**config.mk**
```make
export PLATFORM = sky130hd
export DESIGN_NAME = irqagg_top
export DESIGN_NICKNAME = d
export VERILOG_FILES = /design/src/rtl/irqagg_pkg.sv /design/src/rtl/irqagg_hc_stage.sv /design/src/rtl/irqagg_master_stage.sv /design/src/rtl/irqagg_top.sv
export SDC_FILE = /design/constraint.sdc
export NUM_CORES = 1
export LEC_CHECK = 0
export ABC_AREA = 1
export BUFFER_PORTS_ARGS = -buffer_cell sky130_fd_sc_hd__buf_4
export CAP_MARGIN = 0
export CORE_UTILIZATION = 51
export DETAILED_ROUTE_END_ITERATION = 12
export PLACE_DENSITY_LB_ADDON = 0.1
export SYNTH_ARGS = -nofsm -noshare
export SYNTH_HDL_FRONTEND = slang
export SYNTH_SLANG_ARGS = --single-unit
```
**constraint.sdc**
```tcl
create_clock -name clk -period 2.46 [get_ports clk]
set_clock_uncertainty 0.15 [all_clocks]
set_input_delay 0.615 -clock clk [delete_from_list [all_inputs] [get_ports clk]]
set_output_delay 0.615 -clock clk [all_outputs]
set_load 0.02 [all_outputs]
```
**src/rtl/irqagg_pkg.sv**
```systemverilog
package irqagg_pkg;
  localparam int unsigned DATA_W      = 32;
  localparam int unsigned EVT_W       = 9;
  localparam int unsigned ENABLE_BIT  = 31;
  localparam int unsigned M_INPUT_BIT = 11;
  localparam int unsigned RESET_EVT_BIT = 10;

  localparam logic [7:0] OFF_HC_CTRL = 8'h30;
  localparam logic [7:0] OFF_HC_MASK = 8'h34;
  localparam logic [7:0] OFF_HC_STAT = 8'h38;
  localparam logic [7:0] OFF_M_STAT  = 8'h50;
  localparam logic [7:0] OFF_M_MASK  = 8'h54;
  localparam logic [7:0] OFF_M_POL   = 8'h58;
  localparam logic [7:0] OFF_M_IN    = 8'h5C;

  typedef enum logic [2:0] {
    SEL_NONE, SEL_HC_CTRL, SEL_HC_MASK, SEL_HC_STAT,
    SEL_M_STAT, SEL_M_MASK, SEL_M_POL, SEL_M_IN
  } reg_sel_e;
endpackage

```
**src/rtl/irqagg_hc_stage.sv**
```systemverilog
module irqagg_hc_stage
  import irqagg_pkg::*;
#(
  parameter int unsigned NUM_SERIRQ = 17
) (
  input  logic                  clk,
  input  logic                  rst_n,
  input  logic [NUM_SERIRQ-1:0] serirq_lvl,
  input  logic [EVT_W-1:0]      bus_evt,
  input  logic                  wr_ctrl,
  input  logic                  wr_mask,
  input  logic                  wr_stat,
  input  logic [DATA_W-1:0]     wdata,
  output logic [DATA_W-1:0]     ctrl_q,
  output logic [DATA_W-1:0]     mask_q,
  output logic [DATA_W-1:0]     stat_q,
  output logic                  hc_irq
);
  logic [DATA_W-1:0] set_vec;
  logic [DATA_W-1:0] clr_vec;

  // Serial line n lands at bit (31 - n); event bits at 10 and 7..0.
  always_comb begin
    set_vec = '0;
    for (int n = 0; n < NUM_SERIRQ; n++) begin
      set_vec[DATA_W-1-n] = serirq_lvl[n];
    end
    set_vec[RESET_EVT_BIT] = bus_evt[EVT_W-1];
    for (int k = 0; k < EVT_W-1; k++) begin
      set_vec[k] = bus_evt[k];
    end
  end

  assign clr_vec = wr_stat ? wdata : '0;

  always_ff @(posedge clk) begin
    if (!rst_n) begin
      ctrl_q <= '0;
      mask_q <= '0;
      stat_q <= '0;
    end else begin
      if (wr_ctrl) ctrl_q <= wdata;
      if (wr_mask) mask_q <= wdata;
      // set takes priority over a same-cycle clear
      stat_q <= (stat_q & ~clr_vec) | set_vec;
    end
  end

  assign hc_irq = ctrl_q[ENABLE_BIT] && ((stat_q & mask_q) != '0);
endmodule

```
**src/rtl/irqagg_master_stage.sv**
```systemverilog
module irqagg_master_stage
  import irqagg_pkg::*;
(
  input  logic              clk,
  input  logic              rst_n,
  input  logic              hc_irq,
  input  logic              wr_stat,
  input  logic              wr_mask,
  input  logic              wr_pol,
  input  logic [DATA_W-1:0] wdata,
  output logic [DATA_W-1:0] stat_q,
  output logic [DATA_W-1:0] mask_q,
  output logic [DATA_W-1:0] pol_q,
  output logic [DATA_W-1:0] input_vec,
  output logic              irq_out
);
  logic [DATA_W-1:0] clr_vec;

  always_comb begin
    input_vec = '0;
    input_vec[M_INPUT_BIT] = hc_irq;
  end

  assign clr_vec = wr_stat ? wdata : '0;

  always_ff @(posedge clk) begin
    if (!rst_n) begin
      stat_q <= '0;
      mask_q <= '0;
      pol_q  <= '0;
    end else begin
      if (wr_mask) mask_q <= wdata;
      if (wr_pol)  pol_q  <= wdata;
      stat_q <= (stat_q & ~clr_vec) | (input_vec & mask_q);
    end
  end

  assign irq_out = (stat_q != '0);
endmodule

```
**src/rtl/irqagg_top.sv**
```systemverilog
module irqagg_top
  import irqagg_pkg::*;
#(
  parameter int unsigned NUM_SERIRQ = 17,
  parameter int unsigned ADDR_W     = 8
) (
  input  logic                  clk,
  input  logic                  rst_n,
  input  logic                  reg_wr,
  input  logic [ADDR_W-1:0]     reg_addr,
  input  logic [DATA_W-1:0]     reg_wdata,
  output logic [DATA_W-1:0]     reg_rdata,
  input  logic [NUM_SERIRQ-1:0] serirq_lvl,
  input  logic [EVT_W-1:0]      bus_evt,
  output logic                  irq_out
);
  reg_sel_e          sel;
  logic [DATA_W-1:0] hc_ctrl, hc_mask, hc_stat;
  logic [DATA_W-1:0] m_stat, m_mask, m_pol, m_in;
  logic              hc_irq;

  always_comb begin
    unique case (reg_addr)
      ADDR_W'(OFF_HC_CTRL): sel = SEL_HC_CTRL;
      ADDR_W'(OFF_HC_MASK): sel = SEL_HC_MASK;
      ADDR_W'(OFF_HC_STAT): sel = SEL_HC_STAT;
      ADDR_W'(OFF_M_STAT):  sel = SEL_M_STAT;
      ADDR_W'(OFF_M_MASK):  sel = SEL_M_MASK;
      ADDR_W'(OFF_M_POL):   sel = SEL_M_POL;
      ADDR_W'(OFF_M_IN):    sel = SEL_M_IN;
      default:              sel = SEL_NONE;
    endcase
  end

  irqagg_hc_stage #(.NUM_SERIRQ(NUM_SERIRQ)) u_hc (
    .clk       (clk),
    .rst_n     (rst_n),
    .serirq_lvl(serirq_lvl),
    .bus_evt   (bus_evt),
    .wr_ctrl   (reg_wr && sel == SEL_HC_CTRL),
    .wr_mask   (reg_wr && sel == SEL_HC_MASK),
    .wr_stat   (reg_wr && sel == SEL_HC_STAT),
    .wdata     (reg_wdata),
    .ctrl_q    (hc_ctrl),
    .mask_q    (hc_mask),
    .stat_q    (hc_stat),
    .hc_irq    (hc_irq)
  );

  irqagg_master_stage u_master (
    .clk      (clk),
    .rst_n    (rst_n),
    .hc_irq   (hc_irq),
    .wr_stat  (reg_wr && sel == SEL_M_STAT),
    .wr_mask  (reg_wr && sel == SEL_M_MASK),
    .wr_pol   (reg_wr && sel == SEL_M_POL),
    .wdata    (reg_wdata),
    .stat_q   (m_stat),
    .mask_q   (m_mask),
    .pol_q    (m_pol),
    .input_vec(m_in),
    .irq_out  (irq_out)
  );

  always_comb begin
    unique case (sel)
      SEL_HC_CTRL: reg_rdata = hc_ctrl;
      SEL_HC_MASK: reg_rdata = hc_mask;
      SEL_HC_STAT: reg_rdata = hc_stat;
      SEL_M_STAT:  reg_rdata = m_stat;
      SEL_M_MASK:  reg_rdata = m_mask;
      SEL_M_POL:   reg_rdata = m_pol;
      SEL_M_IN:    reg_rdata = m_in;
      default:     reg_rdata = '1;
    endcase
  end
endmodule

```
==> reports/metrics.yaml, run 1 <==
run_status:
  outcome: "finished, violations left"
  violations: "setup timing"
power:
  p_sw_mw: 1.53
  swShare: 0.235
  p_per_area_nw_per_um2: 551
  ir_drop_v: 0.000495
  seqPwrFrac: 0.486
  clkPwrFrac: 0.448
  p_int_mw: 4.98
  p_total_mw: 6.51
  leakage_nw: 5.03
  combPwrFrac: 0.065
drt:
  routedWlPerCell_um: 19.1
  vias: 8915
  drt-met1-wl_um: 11800
  final_antenna_net_count: 0
  wl_met2_um: 14600
  wl_met3_um: 2220
  top_layer_used: "met4"
  viasPerCell: 5.75
  drtIter0Drc: 820
  firstDrtPassIters: 5
  wl_um: 29700
  route.detailed.drc: 0
synth:
  synth_area_um2: 8480
  synthCells: 1183
  ys_ff_latch: 192
  synth-edff-count: 0
  synth_cell_types: 28
  yosys.area.top_type: "dfxtp_1"
  async_reset_ff_frac: 0
  ys_seq_area_frac: 0.453
  synth_area_leaders: "dfxtp_1, a21oi_1, nand2_1"
  syn_nets: 1252
  synth_top_area_share: 0.453
  ys_warn_count: 0
  synthFlopType: "dfxtp_1"
  syn_avg_cell_area_um2: 7.17
worst_setup_path:
  critPathCaptureType: "output port"
  cpMaxStageDelayCell: "nor3_4"
  slowest_delay_ns: 0.29
  critPathLaunch: "reg_addr[6]"
  worstSetupStartpointType: "input port"
  cp.required_ns: 1.69
  crit_chain: "buf_8, buf_6, inv_4, nor3_4, nand2_4, buf_12, o22ai_4, inv_2, nand4_1, buf_6"
  critPathKind: "input port to output port"
  path_max_fanout: 6
  worstReg2RegStart: "u_hc.stat_q[3]"
  path_delay_family: "simple AND/OR/NAND/NOR gates"
  crit_top_cell: "buf_6"
  worstPathArrival_ns: 2.01
  crit_buf_inv: 6
cts:
  htree_levels: 4
  ctsHoldBuffers: 0
  cts_num_sinks: 192
  cts_buffers: 17
  clockBufferDepth: 2
  clk_pin_slew_worst_paths_ns: 0.07
  cts_tree: "built"
  root_buffer: "clkbuf_16"
  clk_latency_ns: 0.44
final_layout:
  layout.nets: 1390
  diodes: 0
  stdcell_area_um2: 11800
  fin_cells: 1550
  drive_gt1_frac: 0.264
  syn_to_final_growth_pct: 39.4
timing:
  rsz0062_at_grt: "true"
  fmax_ghz: 0.360
  maxSlewViolCount: 0
  tightestPinTransition_ns: 0.494
  finalHoldViolCount: 0
  setup_slack_ns: -0.320
  period_share: 1.13
  min_period_ns: 2.78
  setup_viol: 33
  relSlewSlack: 0.671
run:
  drv_cap: 0
floorplan:
  start_util: 0.528
  die_w_um: 131
  die_h_um: 131
  coreArea_um2: 16100
  row_count: 46
  io_pins: 102
  die_area_um2: 17100
global_routing:
  grt_pass1_wl_um: 41900
  grt_pass1_vias: 7812
  antenna_found_initial: 0
  grt_max_degree: 112
  grt_usage: 0.326
  grt-ovfl-total: 0
placement:
  io_buffers: 101
  placedCellCount: 1476
  place_area_um2: 9710
  dp_hpwl_um: 16200
  gp_congestion: 0.838
  place_ws_ns: -0.315
min_path:
  hold_start: "bus_evt[0]"
  hp-class: "input port to flop"
## timing repair
item                                    in CTS  in global routing
pin swaps                                   10                 41
gates cloned                                 8                  6
endpoints found under the setup margin      33                 33
buffers inserted                            13                 16
resized for setup                           92                163
## through the flow
step           setup TNS, ns  hold WS [ns]   util
2_1_floorplan              0         0.275      -
3_3_place_gp           -7.64         0.284  0.605
4_1_cts                -6.70         0.260  0.685
6_report               -8.25         0.269  0.736
5_1_grt                -9.66         0.262  0.736
3_5_place_dp           -7.93         0.289  0.605
## power groups by stage
stage	sequential, mW	clock [mW]	combinational (mW)
final	3.16	2.92	0.425
after global routing	3.17	3.06	0.454
after CTS	3.17	2.92	0.394
after detailed placement	3.24	0	0.362
after global placement	3.24	0	0.362
after floorplan	3.23	0	0.166
## routing by layer
| metal | GRT usage | up-vias |
|---|---|---|
| li1 | - | 4194 |
| met1 | 0.413 | 4204 |
| met2 | 0.551 | 444 |
| met3 | 0.0521 | 73 |
| met4 | 0.141 | 0 |
| met5 | 0 | - |
## sequential cells by signal, indices dropped and copies added, names as in the netlist
register / cells
u_hc.ctrl_q: 32
u_hc.mask_q: 32
u_hc.stat_q: 32
u_master.mask_q: 32
u_master.pol_q: 32
u_master.stat_q: 32
## worst register-to-register path, cell delays in order, from the launching register on
cell and delay (ns):
dfxtp_1 0.33, nand2_1 0.07, nand2_1 0.04, nor2_1 0.17, nand2_1 0.13, nor2_1 0.15, nand2_1 0.09, nand3_1 0.08
a21oi_1 0.07
## cell type report
cell class	count	area, um2
fillers	1216	4240
multi-input cells	756	4210
flip-flops and latches	192	3850
repair buffers	196	2250
inverters	158	626
clock buffers	20	457
well taps	216	270
clock inverters	12	156
## Yosys cell counts (2+ instances only)
master / n
clkbuf_1: 33
nand2_1: 224
nand4_1: 17
buf_2: 30
buf_4: 5
buf_1: 2
o21ai_0: 114
o21ai_1: 28
buf_6: 7
nor2_1: 35
a21oi_1: 213
nand2_2: 3
nor4_1: 8
nor2_4: 2
o211ai_1: 31
o22ai_1: 4
inv_1: 151
nand3_1: 69
dfxtp_1: 192
inv_2: 7
## cell families after synthesis
family,synth area share
buf+inv,0.117
compound gates,0.241
simple gates,0.189
flops,0.453
## worst paths after layout
kind / slack (ns) / cells after the start / end
worst max register to register: 1.04 / 8 / u_master.stat_q[11]
worst min-delay path: 0.27 / 3 / u_hc.stat_q[0]
worst min register to register: 0.31 / 2 / u_master.pol_q[25]
worst max-delay path: -0.32 / 10 / reg_rdata[31]
## placed cells by master (no fill, tap or decap), drive strengths merged
cell,netlist,routed
nand2,227,227
a21oi,213,213
dfxtp,192,192
buf,44,189
inv,158,158
o21ai,142,142
nand3,70,70
nor2,39,39
o211ai,31,31
clkbuf,33,26
nand4,18,18
nor4,8,8
clkinv,0,8
o22ai,4,4
bufinv,0,3
nor3,2,2
a21boi,1,1
or2,1,1
clkinvlp,0,1
bufbuf,0,1
No activity file was read; power rests on OpenSTA's default activity.
==> run 2: changes to the inputs <==
==> constraint.sdc (replaced) <==
create_clock -name clk -period 2.62 [get_ports clk]
set_clock_uncertainty 0.15 [all_clocks]
set_input_delay 0.655 -clock clk [delete_from_list [all_inputs] [get_ports clk]]
set_output_delay 0.655 -clock clk [all_outputs]
set_load 0.02 [all_outputs]
==> run 2 against run 1 <==
  * Sequential power decreased by 6%
  * Highest routed layer unchanged
  * Non-clock buffer count decreased by 10
  * Worst hold slack improved by 0.029 ns
  * Power decreased by 5.4%
  * Global-route usage decreased by 0.29 points
  * Cell count decreased by 0.65%
  * Die area unchanged
  * Final area decreased by 4.9%
  * The flow still finishes with violations (setup timing)
==> reports/metrics.yaml, run 2 (synthesis gave the netlist of run 1 again) <==
run_status:
  outcome: "finished, violations left"
  violations: "setup timing"
placement:
  gp_congestion: 0.830  # -0.99%
  dp_hpwl_um: 16100  # -0.39%
  io_buffers: 101  # unchanged
  placedCellCount: 1478  # +0.14%
global_routing:
  grt_usage: 0.323  # -0.00295
  grt_max_degree: 55  # -51%
  antenna_found_initial: 0  # unchanged
  grt-ovfl-total: 0  # unchanged
  grt_pass1_vias: 8013  # +2.6%
  grt_pass1_wl_um: 41800  # -0.20%
cts:
  clockBufferDepth: 2  # unchanged
  htree_levels: 4  # unchanged
  clk_pin_slew_worst_paths_ns: 0.07  # about the same
  cts_num_sinks: 192  # unchanged
  clk_latency_ns: 0.45  # about the same
  root_buffer: "clkbuf_16"
  cts_buffers: 17  # unchanged
  cts_tree: "built"
worst_setup_path:
  path_max_fanout: 8  # +2
  worstSetupStartpointType: "input port"
  cp.required_ns: 1.81  # +0.12 ns
  worstReg2RegStart: "u_hc.mask_q[27]"
  worstPathArrival_ns: 2.06  # +0.05 ns
  critPathKind: "input port to output port"
  critPathLaunch: "reg_addr[1]"
  critPathCaptureType: "output port"
drt:
  route.detailed.drc: 0  # unchanged
  final_antenna_net_count: 0  # unchanged
  firstDrtPassIters: 5  # unchanged
  viasPerCell: 5.63  # -2.1%
  vias: 8668  # -2.8%
  routedWlPerCell_um: 18.0  # -6.0%
  wl_um: 27700  # -6.6%
  drtIter0Drc: 752  # -8.3%
timing:
  relSlewSlack: 0.685  # +0.0138
  maxSlewViolCount: 0  # unchanged
  finalHoldViolCount: 0  # unchanged
  period_share: 1.10
  rsz0062_at_grt: "true"
  tightestPinTransition_ns: 0.473  # -0.0207 ns
  fmax_ghz: 0.348
  setup_slack_ns: -0.249  # +0.0701 ns
  setup_viol: 33  # unchanged
  min_period_ns: 2.87
  whs_ns: 0.298  # +0.0291 ns
  setup-tns-final_ns: -5.90  # +2.35 ns
power:
  ir_drop_v: 0.000550  # +11%
  leakage_nw: 4.64  # -7.7%
  p_per_area_nw_per_um2: 548  # -0.51%
floorplan:
  io_pins: 102  # unchanged
  die_w_um: 131  # unchanged
  row_count: 46  # unchanged
  die_area_um2: 17100  # unchanged
  start_util: 0.528  # unchanged
  coreArea_um2: 16100  # unchanged
  die_h_um: 131  # unchanged
min_path:
  hold_start: "serirq_lvl[3]"
  hp-class: "input port to flop"
run:
  drv_cap: 0  # unchanged
final_layout:
  ff_latch_area_um2: 3850  # about the same
  fin_cells: 1540  # -0.65%
  syn_to_final_growth_pct: 32.5
  layout.nets: 1380  # -0.72%
  final_cell_mix: "nand2_1, a21oi_1, dfxtp_1, inv_1, buf_4"
  multiInputGateArea_um2: 3950  # -6.1%
  fill_cells: 1313  # +8.0%
  layout_commonest_cell: "nand2_1"
  drive_gt1_frac: 0.227  # -0.0365
  diodes: 0  # unchanged
==> run 2: cell count changes in the layout (fill, tap and decap cells not counted), moves of 3 or more <==
cell	before	now
nand2_1	179	202
buf_4	106	126
buf_6	47	31
nand2_4	18	4
a21oi_1	188	201
nand2_2	28	19
a21oi_2	20	12
buf_12	23	17
o21ai_0	94	100
a21oi_4	5	0
o21ai_2	10	5
buf_16	7	3
inv_4	3	0
==> run 2: power by group <==
| part | switching (mW) | internal [mW] |
|---|---|---|
| registers | 0.0219 | 2.95 |
| clock network | 1.17 | 1.63 |
| logic | 0.226 | 0.160 |
==> run 2: area by class of cell <==
cell class / count / area share
flip-flops and latches: 192 / 0.342
clock buffers: 20 / 0.0398
well taps: 216 / 0.0241
inverters: 158 / 0.0557
multi-input cells: 756 / 0.352
clock inverters: 12 / 0.0163
repair buffers: 186 / 0.170
==> run 2: final timing paths <==
| path | to | slack, ns | cells past startpoint |
|---|---|---|---|
| worst max-delay path | reg_rdata[31] | -0.25 | 10 |
| worst max register to register | u_master.stat_q[11] | 1.22 | 8 |
| worst min register to register | u_master.mask_q[19] | 0.30 | 2 |
| worst min-delay path | u_hc.stat_q[28] | 0.30 | 3 |
==> run 2: timing repair <==
item | in CTS | in global routing
hold buffers | 0 | 0
pin swaps | 14 | 21
buffers inserted | 16 | 6
resized for setup | 87 | 70
gates cloned | 5 | 4
setup endpoints to repair | 33 | 33
==> run 2: routing by layer <==
layer	global-route usage	routed length [um]
met1	0.404	11600
met2	0.554	13200
met3	0.0574	2030
met4	0.125	887
met5	0	0
==> run 2: metrics by stage <==
stage / util / setup slack (ns) / total power, mW / cell area [um2]
global route: 0.700 / -0.324 / 6.34 / 11200
floorplan: - / 0.0987 / 3.19 / 8480
CTS: 0.678 / -0.152 / 6.14 / 10900
global placement: 0.605 / -0.209 / 3.38 / 9710
detailed placement: 0.605 / -0.203 / 3.38 / 9710
finish: 0.700 / -0.249 / 6.15 / 11200
==> run 2: worst max-delay path, cell delays in order <==
cell	delay [ns]
buf_4	0.12
nor2_4	0.19
nand3_2	0.13
inv_1	0.19
nand2_8	0.11
buf_12	0.16
o22ai_4	0.17
inv_2	0.05
nand4_1	0.13
buf_6	0.14
==> run 3: changes to the inputs <==
--- a/config.mk
+++ b/config.mk
@@ -8,7 +8,7 @@
 export ABC_AREA = 1
 export BUFFER_PORTS_ARGS = -buffer_cell sky130_fd_sc_hd__buf_4
 export CAP_MARGIN = 0
-export CORE_UTILIZATION = 51
+export CORE_UTILIZATION = 57
 export DETAILED_ROUTE_END_ITERATION = 12
 export PLACE_DENSITY_LB_ADDON = 0.1
 export SYNTH_ARGS = -nofsm -noshare
==> run 3 against run 2 <==
  * The flow still finishes with violations (setup timing)
  * Wire length fell by 1.7%
  * Sequential cell count did not move
  * Utilization is 6.5 points higher
  * Critical path type is now flop to output port
  * Critical endpoint is now reg_rdata[11]
  * Largest cell class unchanged
==> reports/metrics.yaml, run 3 (synthesis gave the netlist of run 1 again) <==
run_status:
  outcome: "finished, violations left"
  violations: "setup timing"
final_layout:
  diodes: 0  # unchanged
  drive_gt1_frac: 0.225  # -0.00193
  layout.nets: 1378  # -0.14%
  fill_cells: 1088  # -17%
  syn_to_final_growth_pct: 31.1
  final_cell_mix: "a21oi_1, nand2_1, dfxtp_1, inv_1, buf_4"
  layout_commonest_cell: "a21oi_1"
worst_setup_path:
  crit_end: "reg_rdata[11]"
  r2r-end: "u_master.stat_q[11]"
  crit_buf_inv: 1  # -4
  path_delay_family: "simple AND/OR/NAND/NOR gates"
  cp.required_ns: 1.81  # about the same
  critical_path_cell_count: 11  # +1
  path_max_fanout: 3  # -5
  worstPathArrival_ns: 2.06  # about the same
  slowest_delay_ns: 0.33  # +0.14 ns
  critPathCaptureType: "output port"
  crit_chain: "nand2_1, nand2_1, nor2_1, nand2_1, nor2_2, nand2_1, nand3_1, nand2_1, nor2_1, nand2_1, buf_6"
  crit_top_cell: "nand2_1"
  worstReg2RegStart: "u_hc.stat_q[31]"
  reg2reg_slack_ns: 1.12  # -0.10 ns
  critPathLaunch: "u_hc.stat_q[31]"
  cpMaxStageDelayCell: "dfxtp_1"
  reg2regPathDepth: 8  # unchanged
  worstSetupStartpointType: "flop"
  critPathKind: "flop to output port"
global_routing:
  grt_max_degree: 59  # +7.3%
  grt-ovfl-total: 0  # unchanged
  antenna_found_initial: 0  # unchanged
  grt_pass1_vias: 7956  # -0.71%
  grt_pass1_wl_um: 41100  # -1.6%
  grt_usage: 0.358  # +0.0347
timing:
  period_share: 1.09  # -0.00306
  setup_viol: 32  # -3.0%
  min_period_ns: 2.86  # -0.00802 ns
  maxSlewViolCount: 0  # unchanged
  fmax_ghz: 0.349  # +0.28%
  relSlewSlack: 0.680  # -0.00432
  rsz0062_at_grt: "true"
  setup-tns-final_ns: -5.56  # +0.344 ns
  finalHoldViolCount: 0  # unchanged
  setup_slack_ns: -0.241  # +0.00802 ns
  tightestPinTransition_ns: 0.480  # +0.00648 ns
power:
  ir_drop_v: 0.000494  # -10%
  p_total_mw: 6.05  # -1.7%
  leakage_nw: 4.69  # +1.0%
  p_per_area_nw_per_um2: 544  # -0.71%
floorplan:
  start_util: 0.583  # +0.0554
  die_h_um: 124  # -5.3%
  die_w_um: 124  # -5.3%
  io_pins: 102  # unchanged
  coreArea_um2: 14500  # -9.5%
  row_count: 44  # -4.3%
  die_area_um2: 15400  # -10%
placement:
  dp_hpwl_um: 15900  # -1.0%
  gp_congestion: 0.852  # +2.7%
  io_buffers: 101  # unchanged
  place_ws_ns: -0.213  # -0.00932 ns
cts:
  cts_buffers: 17  # unchanged
  clk_latency_ns: 0.44  # about the same
  clk_pin_slew_worst_paths_ns: 0.07  # about the same
  root_buffer: "clkbuf_16"
  clockBufferDepth: 2  # unchanged
  ctsHoldBuffers: 0  # unchanged
  cts_tree: "built"
  htree_levels: 4  # unchanged
  cts_num_sinks: 192  # unchanged
drt:
  drtIter0Drc: 932  # +24%
  routedWlPerCell_um: 18.1  # +0.47%
  viasPerCell: 5.86  # +4.2%
  vias: 8829  # +1.9%
  wl_um: 27200  # -1.7%
  route.detailed.drc: 0  # unchanged
  final_antenna_net_count: 0  # unchanged
  firstDrtPassIters: 6  # +1
run:
  drv_cap: 0  # unchanged
min_path:
  hold_depth: 2  # -1
  hp-class: "flop to flop"
  hold_start: "u_master.pol_q[31]"
run 3: cell count changes in the layout (fill, tap and decap cells not counted), moves of 4 or more:
cell	previous run	this run
buf_16	3	7
buf_6	31	37
nand2_4	4	10
clkbuf_16	21	17
inv_2	7	11
buf_4	126	120
nand2_1	202	198
run 3: cell type report:
| class | instances | area, um2 | area share |
|---|---|---|---|
| clock inverter | 12 | 158 | 0.0142 |
| timing repair buffer | 184 | 1910 | 0.172 |
| inverter | 158 | 596 | 0.0536 |
| sequential | 192 | 3850 | 0.346 |
| multi-input combinational | 756 | 3930 | 0.353 |
| clock buffer | 20 | 447 | 0.0402 |
| tap | 184 | 230 | 0.0207 |
run 3: layer usage:
| layer | vias up | track usage | wire [um] |
|---|---|---|---|
| met1 | 4099 | 0.449 | 11000 |
| li1 | 4176 | - | - |
| met3 | 105 | 0.0577 | 2050 |
| met4 | 0 | 0.217 | 1400 |
| met5 | - | 0 | 0 |
| met2 | 449 | 0.578 | 12800 |
run 3: worst min path at each step:
stage / endpoint / slack [ns]
after global routing: u_hc.stat_q[1] / 0.31
after floorplan: u_master.mask_q[13] / 0.27
after detailed placement: u_master.mask_q[22] / 0.29
final: u_master.pol_q[31] / 0.30
after global placement: u_master.mask_q[15] / 0.28
after CTS: u_master.mask_q[15] / 0.30
run 3: repair_timing:
action                                  4_1_cts  5_1_grt
endpoints found under the setup margin       33       33
resized for setup                           107       38
pin swaps                                    25       14
gates cloned                                  8        0
setup buffers                                14        1
run 3: worst register-to-register path, delay by kind of cell (launching register included):
family           cells  cell delay (ns)
flip-flops           1             0.33
AND/OR/NAND/NOR      7             0.83
AO/OA/AOI/OAI        1             0.06
run 3: stage by stage:
step | cells | util | instance area, um2 | hold WS, ns
2_1_floorplan | 1183 | - | 8480 | 0.275
3_3_place_gp | 1451 | 0.667 | 9700 | 0.281
3_5_place_dp | 1451 | 0.667 | 9700 | 0.287
4_1_cts | 1505 | 0.755 | 11000 | 0.300
5_1_grt | 1506 | 0.765 | 11100 | 0.306
6_report | 1506 | 0.765 | 11100 | 0.303
run 3: where the power goes:
group / switching [mW] / internal [mW] / total, mW / leakage (nW)
Sequential: 0.0249 / 2.95 / 2.97 / 1.56
Clock: 1.15 / 1.53 / 2.68 / 0.299
Combinational: 0.226 / 0.163 / 0.388 / 2.83
Total: 1.40 / 4.65 / 6.05 / 4.69
